File: src/rtl/hdlc_txbd_pkg.sv
package hdlc_txbd_pkg;
  localparam int CTRL_W  = 16;
  localparam int BIT_RDY = 15;
  localparam int BIT_IRQ = 12;
  localparam int BIT_LST = 11;
  localparam int BIT_CRC = 10;
  localparam int BIT_UN  = 1;
  localparam int BIT_CT  = 0;

  typedef enum logic [2:0] {
    S_IDLE,
    S_FETCH,
    S_WAIT,
    S_SEND,
    S_EMPTY,
    S_ABORT,
    S_CLOSE
  } seq_state_t;
endpackage

File: src/rtl/hdlc_txbd_cursor.sv
module hdlc_txbd_cursor #(
  parameter int ADDR_W = 32,
  parameter int LEN_W  = 16
) (
  input  logic              clk,
  input  logic              rst_n,
  input  logic              load,
  input  logic [ADDR_W-1:0] load_addr,
  input  logic [LEN_W-1:0]  load_len,
  input  logic              step,
  output logic [ADDR_W-1:0] addr,
  output logic              last_one
);
  logic [LEN_W-1:0] rem_q;

  always_ff @(posedge clk) begin
    if (!rst_n) begin
      addr  <= '0;
      rem_q <= '0;
    end else if (load) begin
      addr  <= load_addr;
      rem_q <= load_len;
    end else if (step) begin
      addr  <= addr + 1'b1;
      rem_q <= rem_q - 1'b1;
    end
  end

  assign last_one = (rem_q == LEN_W'(1));
endmodule

File: src/rtl/hdlc_txbd_ur_timer.sv
module hdlc_txbd_ur_timer #(
  parameter int LIMIT = 8
) (
  input  logic clk,
  input  logic rst_n,
  input  logic clear,
  input  logic tick,
  output logic fire
);
  localparam int CW = (LIMIT < 2) ? 1 : $clog2(LIMIT + 1);
  logic [CW-1:0] cnt_q;

  always_ff @(posedge clk) begin
    if (!rst_n || clear) cnt_q <= '0;
    else if (tick)       cnt_q <= cnt_q + 1'b1;
  end

  // fires on the LIMIT-th ready cycle spent without read data
  assign fire = tick && (cnt_q == CW'(LIMIT - 1));
endmodule

File: src/rtl/hdlc_txbd_wb_pack.sv
module hdlc_txbd_wb_pack
  import hdlc_txbd_pkg::*;
(
  input  logic [CTRL_W-1:0] ctrl,
  input  logic              un,
  input  logic              ct,
  output logic [CTRL_W-1:0] word,
  output logic              ev_ok,
  output logic              ev_err
);
  // copied user bits sit between the CRC select and the ready bit
  localparam logic [CTRL_W-1:0] KEEP =
    ((CTRL_W'(1) << BIT_RDY) - 1'b1) & ~((CTRL_W'(1) << BIT_CRC) - 1'b1);

  logic err;
  assign err = un | ct;

  always_comb begin
    word         = ctrl & KEEP;
    word[BIT_UN] = un;
    word[BIT_CT] = ct;
  end

  assign ev_ok  = ctrl[BIT_IRQ] & ~err;
  assign ev_err = err;
endmodule

File: src/rtl/hdlc_txbd_seq.sv
module hdlc_txbd_seq
  import hdlc_txbd_pkg::*;
#(
  parameter int ADDR_W   = 32,
  parameter int LEN_W    = 16,
  parameter int DATA_W   = 8,
  parameter int UR_LIMIT = 8
) (
  input  logic              clk,
  input  logic              rst_n,
  input  logic              bd_valid,
  output logic              bd_ready,
  input  logic [CTRL_W-1:0] bd_ctrl,
  input  logic [LEN_W-1:0]  bd_len,
  input  logic [ADDR_W-1:0] bd_addr,
  output logic              mem_rd_en,
  output logic [ADDR_W-1:0] mem_rd_addr,
  input  logic              mem_rd_valid,
  input  logic [DATA_W-1:0] mem_rd_data,
  output logic              tx_valid,
  input  logic              tx_ready,
  output logic [DATA_W-1:0] tx_data,
  output logic              tx_last,
  output logic              tx_crc,
  output logic              tx_empty,
  output logic              tx_abort,
  input  logic              line_cts,
  output logic              wb_valid,
  output logic [CTRL_W-1:0] wb_ctrl,
  output logic              ev_buf_done,
  output logic              ev_buf_err
);
  seq_state_t        state_q;
  logic [CTRL_W-1:0] ctrl_q;
  logic [DATA_W-1:0] byte_q;
  logic              un_q;
  logic              ct_q;

  logic accept, step, last_one, ur_tick, ur_fire, active;
  logic ev_ok, ev_err;
  logic [CTRL_W-1:0] wb_word;

  assign accept  = (state_q == S_IDLE) && bd_valid;
  assign step    = (state_q == S_SEND) && tx_ready;
  assign ur_tick = (state_q == S_WAIT) && tx_ready && !mem_rd_valid;
  assign active  = (state_q != S_IDLE) && (state_q != S_CLOSE);

  hdlc_txbd_cursor #(.ADDR_W(ADDR_W), .LEN_W(LEN_W)) u_cursor (
    .clk       (clk),
    .rst_n     (rst_n),
    .load      (accept),
    .load_addr (bd_addr),
    .load_len  (bd_len),
    .step      (step),
    .addr      (mem_rd_addr),
    .last_one  (last_one)
  );

  hdlc_txbd_ur_timer #(.LIMIT(UR_LIMIT)) u_timer (
    .clk   (clk),
    .rst_n (rst_n),
    .clear (state_q != S_WAIT),
    .tick  (ur_tick),
    .fire  (ur_fire)
  );

  hdlc_txbd_wb_pack u_pack (
    .ctrl   (ctrl_q),
    .un     (un_q),
    .ct     (ct_q),
    .word   (wb_word),
    .ev_ok  (ev_ok),
    .ev_err (ev_err)
  );

  always_ff @(posedge clk) begin
    if (!rst_n) begin
      state_q <= S_IDLE;
      ctrl_q  <= '0;
      byte_q  <= '0;
      un_q    <= 1'b0;
      ct_q    <= 1'b0;
    end else begin
      if (active && !line_cts) ct_q <= 1'b1;
      unique case (state_q)
        S_IDLE: if (bd_valid) begin
          ctrl_q <= bd_ctrl;
          un_q   <= 1'b0;
          ct_q   <= 1'b0;
          if (bd_len != '0)          state_q <= S_FETCH;
          else if (bd_ctrl[BIT_LST]) state_q <= S_EMPTY;
          else                       state_q <= S_CLOSE;
        end
        S_FETCH: state_q <= S_WAIT;
        S_WAIT: begin
          if (mem_rd_valid) begin
            byte_q  <= mem_rd_data;
            state_q <= S_SEND;
          end else if (ur_fire) begin
            un_q    <= 1'b1;
            state_q <= S_ABORT;
          end
        end
        S_SEND:  if (tx_ready) state_q <= last_one ? S_CLOSE : S_FETCH;
        S_EMPTY: if (tx_ready) state_q <= S_CLOSE;
        S_ABORT: state_q <= S_CLOSE;
        S_CLOSE: state_q <= S_IDLE;
        default: state_q <= S_IDLE;
      endcase
    end
  end

  assign bd_ready    = (state_q == S_IDLE);
  assign mem_rd_en   = (state_q == S_FETCH);
  assign tx_valid    = (state_q == S_SEND) || (state_q == S_EMPTY);
  assign tx_empty    = (state_q == S_EMPTY);
  assign tx_data     = (state_q == S_SEND) ? byte_q : '0;
  assign tx_last     = ctrl_q[BIT_LST] &&
                       (((state_q == S_SEND) && last_one) || (state_q == S_EMPTY));
  assign tx_crc      = tx_last && ctrl_q[BIT_CRC];
  assign tx_abort    = (state_q == S_ABORT);
  assign wb_valid    = (state_q == S_CLOSE);
  assign wb_ctrl     = wb_word;
  assign ev_buf_done = wb_valid && ev_ok;
  assign ev_buf_err  = wb_valid && ev_err;
endmodule

File: config.mk
export PLATFORM = sky130hd
export DESIGN_NAME = hdlc_txbd_seq
export DESIGN_NICKNAME = d
export VERILOG_FILES = /design/src/rtl/hdlc_txbd_pkg.sv /design/src/rtl/hdlc_txbd_cursor.sv /design/src/rtl/hdlc_txbd_ur_timer.sv /design/src/rtl/hdlc_txbd_wb_pack.sv /design/src/rtl/hdlc_txbd_seq.sv
export SDC_FILE = /design/constraint.sdc
export NUM_CORES = 1
export LEC_CHECK = 0
export BUFFER_PORTS_ARGS = -buffer_cell sky130_fd_sc_hd__buf_2
export CORE_ASPECT_RATIO = 1.4
export CORE_MARGIN = 2
export CORE_UTILIZATION = 35
export CTS_BUF_LIST = sky130_fd_sc_hd__clkbuf_2
export DETAILED_ROUTE_END_ITERATION = 12
export GPL_ROUTABILITY_DRIVEN = 0
export HOLD_SLACK_MARGIN = 0.05
export SYNTH_ARGS = -nofsm -noshare
export SYNTH_HDL_FRONTEND = slang
export SYNTH_SLANG_ARGS = --single-unit
File: constraint.sdc
create_clock -name clk -period 4.2 [get_ports clk]
set_clock_uncertainty 0.15 [all_clocks]
set_input_delay 0.63 -clock clk [delete_from_list [all_inputs] [get_ports clk]]
set_output_delay 0.63 -clock clk [all_outputs]
set_load 0.1 [all_outputs]
Word level (Yosys, flattened, before mapping)
Cells that the tools add are included.

Bits in registers: 80. Bits of input ports: 78.

Bitwise gates (word level): 3. $add $sub $neg: 3. Mux-type cells: 21. Equal/unequal tests: 16. Reductions and logical operators: 27.

Operator list (number): 32-bit two-way mux (2); 32-bit by 1-bit adder with 32-bit output (second input constant) (1); 16-bit two-way mux (2); 3-bit two-way mux (7); 3-bit one-hot mux with 6 select lines (1); 16-bit by 1-bit == test with 1-bit output (second input constant) (1); 16-bit nonzero test (1); 16-bit by 1-bit subtractor with 16-bit output (second input constant) (1); 1-bit logical AND (12); 3-bit == test (second input constant) (3); 8-bit two-way mux (1); 2-bit != test (second input constant) (4); 4-bit AND reduction (2); 3-bit by 2-bit == test with 1-bit output (second input constant) (2); 1-bit two-way mux (6); 3-bit by 2-bit != test with 1-bit output (second input constant) (2); 4-bit by 1-bit adder with 4-bit output (second input constant) (1); 4-bit by 3-bit == test with 1-bit output (second input constant) (1); 2-bit AND reduction (2); 2-bit nonzero test (2); 3-bit by 1-bit == test with 1-bit output (second input constant) (1); 1-bit logical NOT (3); 3-bit logical NOT (1); 1-bit logical OR (3); 8 further kinds (8).

Depth between registers and ports, before layout
Gate-level depths: netlist of the first run.

Depth after elaboration: 7. Depth in mapped cells: 8. Depth with buffers taken out: 7.

Cells and area by module
A second synthesis of the first run with hierarchy kept.

Cells, all modules: 580. Area, all modules: 4762.1 um^2.

Modules (own cells, without submodules): hdlc_txbd_cursor (area an instance 2902.8 um^2, cells an instance 372, instances 1, seq. area each 960.9 um^2); hdlc_txbd_seq (area an instance 1524.0 um^2, cells an instance 170, instances 1, seq. area each 580.6 um^2); hdlc_txbd_ur_timer (area an instance 197.7 um^2, cells an instance 19, instances 1, seq. area each 80.1 um^2); hdlc_txbd_wb_pack (area an instance 137.6 um^2, cells an instance 19, instances 1, seq. area each 0.0 um^2).

Least setup slack after synthesis of the first run
OpenSTA, ideal clock, no wires.

Kind: register -> output. Start point: register state_q[1]. End point: output tx_crc. Stages on the path, launching flop included: 6. Buffers on the path: 1. Setup slack: -0.397 ns. Arrival time: 3.817 ns. Cells stage by stage: dfxtp_1 clkbuf_1 nand2b_1 nor2_1 o21a_1 and2_1.

RTL lines: from (decl) (line hdlc_txbd_seq.sv:33) `seq_state_t state_q;`; from (signal assigned) (line hdlc_txbd_seq.sv:104) `S_SEND: if (tx_ready) state_q <= last_one ? S_CLOSE : S_FETCH;`; 3-bit == test; via tx_empty (line hdlc_txbd_seq.sv:25) `output logic tx_empty,`; 1-bit logical OR (line hdlc_txbd_seq.sv:119) `(((state_q == S_SEND) && last_one) || (state_q == S_EMPTY));`; 1-bit logical AND (line hdlc_txbd_seq.sv:118) `assign tx_last = ctrl_q[BIT_LST] &&`; via tx_last (line hdlc_txbd_seq.sv:23) `output logic tx_last,`; 1-bit logical AND (line hdlc_txbd_seq.sv:120) `assign tx_crc = tx_last && ctrl_q[BIT_CRC];`; to (decl) (line hdlc_txbd_seq.sv:24) `output logic tx_crc,`.

The timed path passes the listed nets, and every way through them passes these cells.

Worst setup path in the final report of the first run
Start point: register u_cursor.rem_q[6]. End point: output tx_crc.

Longest elaborated chain between the ends: 5.

RTL lines: from (decl) (line hdlc_txbd_cursor.sv:14) `logic [LEN_W-1:0] rem_q;`; from (signal assigned) (line hdlc_txbd_cursor.sv:22) `rem_q <= load_len;`; from (signal assigned) (line hdlc_txbd_cursor.sv:25) `rem_q <= rem_q - 1'b1;`; 16-bit by 1-bit == test with 1-bit output (line hdlc_txbd_cursor.sv:29) `assign last_one = (rem_q == LEN_W'(1));`; 1-bit logical AND (line hdlc_txbd_seq.sv:119); 1-bit logical OR (line hdlc_txbd_seq.sv:119); 1-bit logical AND (line hdlc_txbd_seq.sv:118); 1-bit logical AND (line hdlc_txbd_seq.sv:120).

No other way between the ends.

==> results.sh, run 1 <==
export IMPL_cts_resized=0
export IMPL_yosys_warnings=0
export IMPL_crit_type="flip-flop to output pin"
export IMPL_p_total_mw=3.19
export IMPL_clkSinkCount=70
export IMPL_die_y_um=128
export IMPL_rsz0062_at_grt="no"
export IMPL_grt_usage=0.196
export IMPL_vias_per_cell=5.49
export IMPL_layout_common_cells="123 x buf_2, 85 x nand2_1, 70 x dfxtp_1"
export IMPL_synthTopCellsByArea="dfxtp_1 36%, a21oi_1 8.4%, nand2_1 8.2%"
export IMPL_cts_buffer_depth=2
export IMPL_wl_met3_um=714
export IMPL_max_cap_violations=0
export IMPL_nets=703
export IMPL_synth_top_area_frac=0.362
export IMPL_holdWs_ns=0.141
export IMPL_io_pins=144
export IMPL_critPathMaxFanout=8
export IMPL_max_slew_margin=0.407
export IMPL_grt_pass1_vias=3929
export IMPL_hold_viol_final=0
export IMPL_slew_violations=0
export IMPL_cts_tree="built"
export IMPL_min_period_over_period=0.876
export IMPL_synth_edff_count=0
export IMPL_die_area_mm2=0.0119
export IMPL_clk_latency_ns=0.54
export IMPL_holdCritStartpoint="mem_rd_data[6]"
export IMPL_tns_ns=0
export IMPL_postCtsHoldBufs=0
export IMPL_whs_path_depth=3
export IMPL_top_layer_used="met4"
export IMPL_grt_ovfl_total=0
export IMPL_worstHoldPathType="primary input to flip-flop"
export IMPL_dr_pass1_iters=5
export IMPL_syn_avg_cell_area_um2=7.57
export IMPL_end_kind="output pin"
export IMPL_synth_top_area_cell="dfxtp_1"
export IMPL_synthDistinctLibCells=56
export IMPL_vdd_drop_max_mv=0.376
export IMPL_place_area_mm2=0.00455
export IMPL_layout_drive_gt1_share=0.254
export IMPL_wl_met1_um=4770
export IMPL_drt_initial_drc_count=138
export IMPL_grt_max_degree=46
export IMPL_crit_required_ns=3.42
export IMPL_wire_per_inst_um=15.5
export IMPL_worst_r2r_endpoint="u_cursor.addr[14]$_SDFFE_PN0P_"
export IMPL_rr_startpoint="state_q[2]$_SDFFE_PN0P_"
export IMPL_reg2reg_depth=5
export IMPL_ys_seq_area_frac=0.362
export IMPL_clkTransAtPathRegs_ns=0.21
export IMPL_cp_arrival_ns=2.90
export IMPL_reg2reg_slack_ns=1.40
export IMPL_drc_errors=0
export IMPL_antenna_found_initial=1
export IMPL_setup_violations=0
export IMPL_synthArstFlopShare=0
export IMPL_areaGrowthSynthToFinish_pct=21.2
export IMPL_final_common_cell="buf_2"
export IMPL_synth_ff_type="dfxtp_1"
export IMPL_fin_area_mm2=0.00469
export IMPL_synth_cells=511
export IMPL_cts_made_buffers=9
export IMPL_io_buffer_count=123
export IMPL_ant_nets=0
export IMPL_fmax_mhz=272
export IMPL_period_needed_ns=3.68
export IMPL_place_hpwl_um=8580
export IMPL_route_vias_total=4215
export IMPL_status="finished clean"
export IMPL_tightest_slew_ns=0.886
export IMPL_core_area_mm2=0.0108
export IMPL_synth_area_mm2=0.00387
export IMPL_cts_root_buf="clkbuf_2"
export IMPL_wl_um=11900
export IMPL_grt_pass1_wl_um=18700
export IMPL_cts_setup_buffers=0
export IMPL_cts_max_level=3
export IMPL_p_per_area_mw_per_mm2=680
export IMPL_wl_met2_um=6110
export IMPL_p_leak_nw=1.91
export IMPL_hold_end="byte_q[6]$_SDFFE_PN0P_"
export IMPL_die_x_um=92.9
export IMPL_fp_row_count=45
export IMPL_initial_core_util=0.358
export IMPL_synth_seq_cells=70
export IMPL_start_kind="flip-flop"
worst max-delay path by stage:
stage	slack, ns	depth (start not counted)	endpoint	startpoint
6_report	0.52	6	tx_crc	u_cursor.rem_q[6]$_SDFFE_PN0P_
5_1_grt	0.30	6	tx_crc	u_cursor.rem_q[6]$_SDFFE_PN0P_
4_1_cts	0.48	6	tx_crc	u_cursor.rem_q[6]$_SDFFE_PN0P_
3_5_place_dp	1.11	6	tx_crc	u_cursor.rem_q[6]$_SDFFE_PN0P_
3_3_place_gp	1.12	6	tx_crc	u_cursor.rem_q[6]$_SDFFE_PN0P_
2_1_floorplan	0.11	5	tx_crc	state_q[1]$_SDFFE_PN0P_
cells in the mapped netlist, types with 6 or more instances:
cell type  count
inv_1          7
clkbuf_1      18
and2_1        12
nor2_1        41
xnor2_1        6
a31oi_1        7
nor4_1        12
and3_1         9
xor2_1         7
dfxtp_1       70
nand4_1       16
nand3_1       17
a21oi_1       65
nand2_1       85
buf_4         11
o21ai_0       24
nor3_1        19
critical path, cell delays in order (launching register included):
cell and delay [ns]:
dfxtp_1 0.42, nor4_2 0.62, nand4_1 0.30, nor3_1 0.30, o21a_1 0.18, and2_1 0.12
buf_2 0.42
layout make-up:
type / instances / area (um2)
Antenna cell: 1 / 2.50
Inverter: 8 / 30.0
Fill cell: 1179 / 6120
Multi-Input combinational cell: 403 / 2280
Clock buffer: 9 / 45.0
Tap cell: 141 / 176
Timing Repair Buffer: 129 / 661
Clock inverter: 7 / 88.8
Sequential cell: 70 / 1400
kinds of logic (layout without fill, tap and decap cells):
kind of cell             count (synthesis)  in the layout  share of synthesized area
flip-flops                              70             70                      0.362
multiplexers                             9              9                     0.0249
XOR/XNOR                                13             13                     0.0294
buffers and inverters                   46            153                     0.0566
AO/OA/AOI/OAI                          129            129                      0.197
other                                    1             10                   0.000969
AND/OR/NAND/NOR                        239            239                      0.316
adder cells (fa/ha/maj)                  4              4                     0.0129
power breakdown:
part           switching, mW  internal, mW  total (mW)
sequential             0.204         0.808        1.01
clock                  0.262         0.193       0.455
combinational           1.35         0.376        1.72
total                   1.81          1.38        3.19
sequential cells by signal, summed over array words and instances (netlist names):
signal          cells
byte_q              8
ct_q                1
ctrl_q              5
state_q             3
u_cursor.addr      32
u_cursor.rem_q     16
u_timer.cnt_q       4
un_q                1
through the flow:
step                       util  setup WS [ns]  instances
final                     0.434          0.519        768
after global routing      0.434          0.305        768
after CTS                 0.433          0.476        767
after detailed placement  0.421           1.11        751
after global placement    0.421           1.12        751
after floorplan               -          0.108        519
per-layer routing:
metal,vias up,track usage
met1,1963,0.224
met5,-,0
li1,2058,-
met4,0,0.0943
met2,175,0.351
met3,19,0.0334
(Power assumes the default switching activity.)
==> run 2: changes to the inputs <==
--- a/config.mk
+++ b/config.mk
@@ -5,6 +5,7 @@
 export SDC_FILE = /design/constraint.sdc
 export NUM_CORES = 1
 export LEC_CHECK = 0
+export ABC_AREA = 1
 export BUFFER_PORTS_ARGS = -buffer_cell sky130_fd_sc_hd__buf_2
 export CORE_ASPECT_RATIO = 1.4
 export CORE_MARGIN = 2
==> run 2 against run 1 <==
  * Area after synthesis grew 16%
  * Maximum frequency rose by 12%
  * Worst setup slack gained 0.39 ns
  * Global-route usage increased by 0.21 points
  * First-iteration DRC count grew 36%
  * Critical endpoint unchanged
==> results.sh, run 2 <==
export IMPL_grt_max_degree=60
export IMPL_reg2reg_slack_ns=1.59
export IMPL_initial_core_util=0.355
export IMPL_grt_pass1_vias=4494
export IMPL_grt_pass1_wl_um=21600
export IMPL_met2_usage=0.373
export IMPL_syn_avg_cell_area_um2=6.14
export IMPL_startpoint="state_q[0]$_SDFFE_PN0P_"
export IMPL_postCtsHoldBufs=0
export IMPL_die_x_um=99.9
export IMPL_synth_cells=734
export IMPL_die_area_mm2=0.0138
export IMPL_fmax_mhz=304
export IMPL_fp_row_count=49
export IMPL_status="finished clean"
export IMPL_rr_startpoint="state_q[0]$_SDFFE_PN0P_"
export IMPL_setup_violations=0
export IMPL_ant_nets=0
export IMPL_synth_edff_count=0
export IMPL_met1_usage=0.216
export IMPL_final_common_cell="nand2_1"
export IMPL_p_leak_nw=2.34
export IMPL_cts_made_buffers=9
export IMPL_place_area_mm2=0.00513
export IMPL_die_y_um=138
export IMPL_ys_seq_area_frac=0.311
export IMPL_drc_errors=0
export IMPL_drt_initial_drc_count=188
export IMPL_layout_drive_gt1_share=0.199
export IMPL_grt_ovfl_total=0
export IMPL_synthArstFlopShare=0
export IMPL_synth_top_area_frac=0.311
export IMPL_max_cap_violations=0
export IMPL_synthTopCellsByArea="dfxtp_1 31%, nand2_1 17%, nor2_1 8.7%"
export IMPL_synthDistinctLibCells=35
export IMPL_grtUsageMet3=0.0344
export IMPL_areaGrowthSynthToFinish_pct=16.2
export IMPL_dr_pass1_iters=4
export IMPL_cts_resized=0
export IMPL_synth_area_mm2=0.00451
export IMPL_holdWs_ns=0.158
export IMPL_max_slew_margin=0.532
export IMPL_cts_setup_buffers=0
export IMPL_start_kind="flip-flop"
export IMPL_grt_usage=0.198
export IMPL_crit_type="flip-flop to output pin"
export IMPL_synth_top_area_cell="dfxtp_1"
export IMPL_synth_ff_type="dfxtp_1"
export IMPL_worst_r2r_endpoint="u_cursor.rem_q[8]$_SDFFE_PN0P_"
export IMPL_vdd_drop_max_mv=0.753
export IMPL_route_vias_total=4847
export IMPL_period_needed_ns=3.29
export IMPL_end_kind="output pin"
export IMPL_grt_busiest_layer="met2"
export IMPL_crit_required_ns=3.42
export IMPL_tns_ns=0
export IMPL_reg2reg_depth=10
export IMPL_core_area_mm2=0.0127
export IMPL_worstHoldPathType="primary input to flip-flop"
export IMPL_io_buffer_count=123
export IMPL_largest_register="u_cursor.addr"
export IMPL_p_per_area_mw_per_mm2=637
export IMPL_whs_path_depth=3
export IMPL_clk_latency_ns=0.54
export IMPL_wire_per_inst_um=13.7
export IMPL_wl_um=13700
export IMPL_cp_arrival_ns=2.51
export IMPL_cts_tree="built"
export IMPL_cts_root_buf="clkbuf_2"
export IMPL_reg_top3="u_cursor.addr: 32 flops, u_cursor.rem_q: 16 flops, byte_q: 8 flops"
export IMPL_synth_seq_cells=70
export IMPL_min_period_over_period=0.783
export IMPL_yosys_warnings=0
export IMPL_slew_violations=0
export IMPL_hold_end="ctrl_q[13]$_SDFFE_PN0P_"
export IMPL_tightest_slew_ns=0.701
export IMPL_clkTransAtPathRegs_ns=0.20
export IMPL_cts_max_level=3
export IMPL_cts_buffer_depth=2
export IMPL_holdCritStartpoint="bd_ctrl[13]"
export IMPL_antenna_found_initial=1
export IMPL_synth_common_cells="209 x nand2_1, 104 x nor2_1, 77 x inv_1"
export IMPL_vias_per_cell=4.85
export IMPL_hold_viol_final=0
export IMPL_synth_most_common_cell="nand2_1"
export IMPL_largest_reg_flops=32
export IMPL_fin_area_mm2=0.00524
export IMPL_rsz0062_at_grt="no"
export IMPL_io_pins=144
export IMPL_layout_common_cells="209 x nand2_1, 123 x buf_2, 104 x nor2_1"
export IMPL_nets=923
export IMPL_place_hpwl_um=10100
export IMPL_p_total_mw=3.33
export IMPL_clkSinkCount=70
export IMPL_critPathMaxFanout=10
## run 2: layer usage
layer  share of wire  vias up
met1            0.39     2164
met3           0.046       25
met4           0.025        0
met5               0        -
li1                -     2537
met2            0.54      121
## run 2: per-stage QoR
| stage | setup slack, ns | cells | util |
|---|---|---|---|
| 4_1_cts | 0.836 | 998 | 0.412 |
| 3_3_place_gp | 1.49 | 983 | 0.404 |
| 2_1_floorplan | -0.349 | 742 | - |
| 6_report | 0.911 | 999 | 0.413 |
| 5_1_grt | 0.693 | 999 | 0.413 |
| 3_5_place_dp | 1.49 | 983 | 0.404 |
## run 2: where the power goes
part / internal [mW] / total [mW] / switching (mW)
clock: 0.133 / 0.390 / 0.257
sequential: 0.823 / 1.01 / 0.191
combinational: 0.401 / 1.93 / 1.53
total: 1.36 / 3.33 / 1.98
## run 2: final cells by class
class / count / area (um2)
fill: 1462 / 7460
multi-input combinational: 550 / 2590
sequential: 70 / 1400
timing repair buffer: 125 / 631
inverter: 85 / 319
tap: 153 / 191
clock inverter: 5 / 51.3
clock buffer: 10 / 50.0
antenna: 1 / 2.50
## run 2: worst max-delay path by stage
stage / to / slack [ns] / cells past startpoint
floorplan: ev_buf_done / -0.35 / 4
global route: tx_crc / 0.69 / 6
global placement: tx_crc / 1.49 / 6
detailed placement: tx_crc / 1.49 / 6
CTS: tx_crc / 0.84 / 6
finish: tx_crc / 0.91 / 6
## run 2: cell families (layout without fill, tap and decap cells)
group           after synthesis  in the layout  share of synthesized area
xor+xnor                     14             14                     0.0272
fa+ha+maj                     4              4                     0.0111
buf+inv                     122            225                      0.124
simple gates                397            397                      0.375
flops                        70             70                      0.311
other cells                   1             10                   0.000832
compound gates              126            126                      0.151
## run 2: worst max-delay path, cell delays in order (launching register included)
cell and delay, ns:
dfxtp_1 0.57, nand3_2 0.30, inv_1 0.17, nand3_1 0.18, a21oi_2 0.22, and2_1 0.14, buf_2 0.41
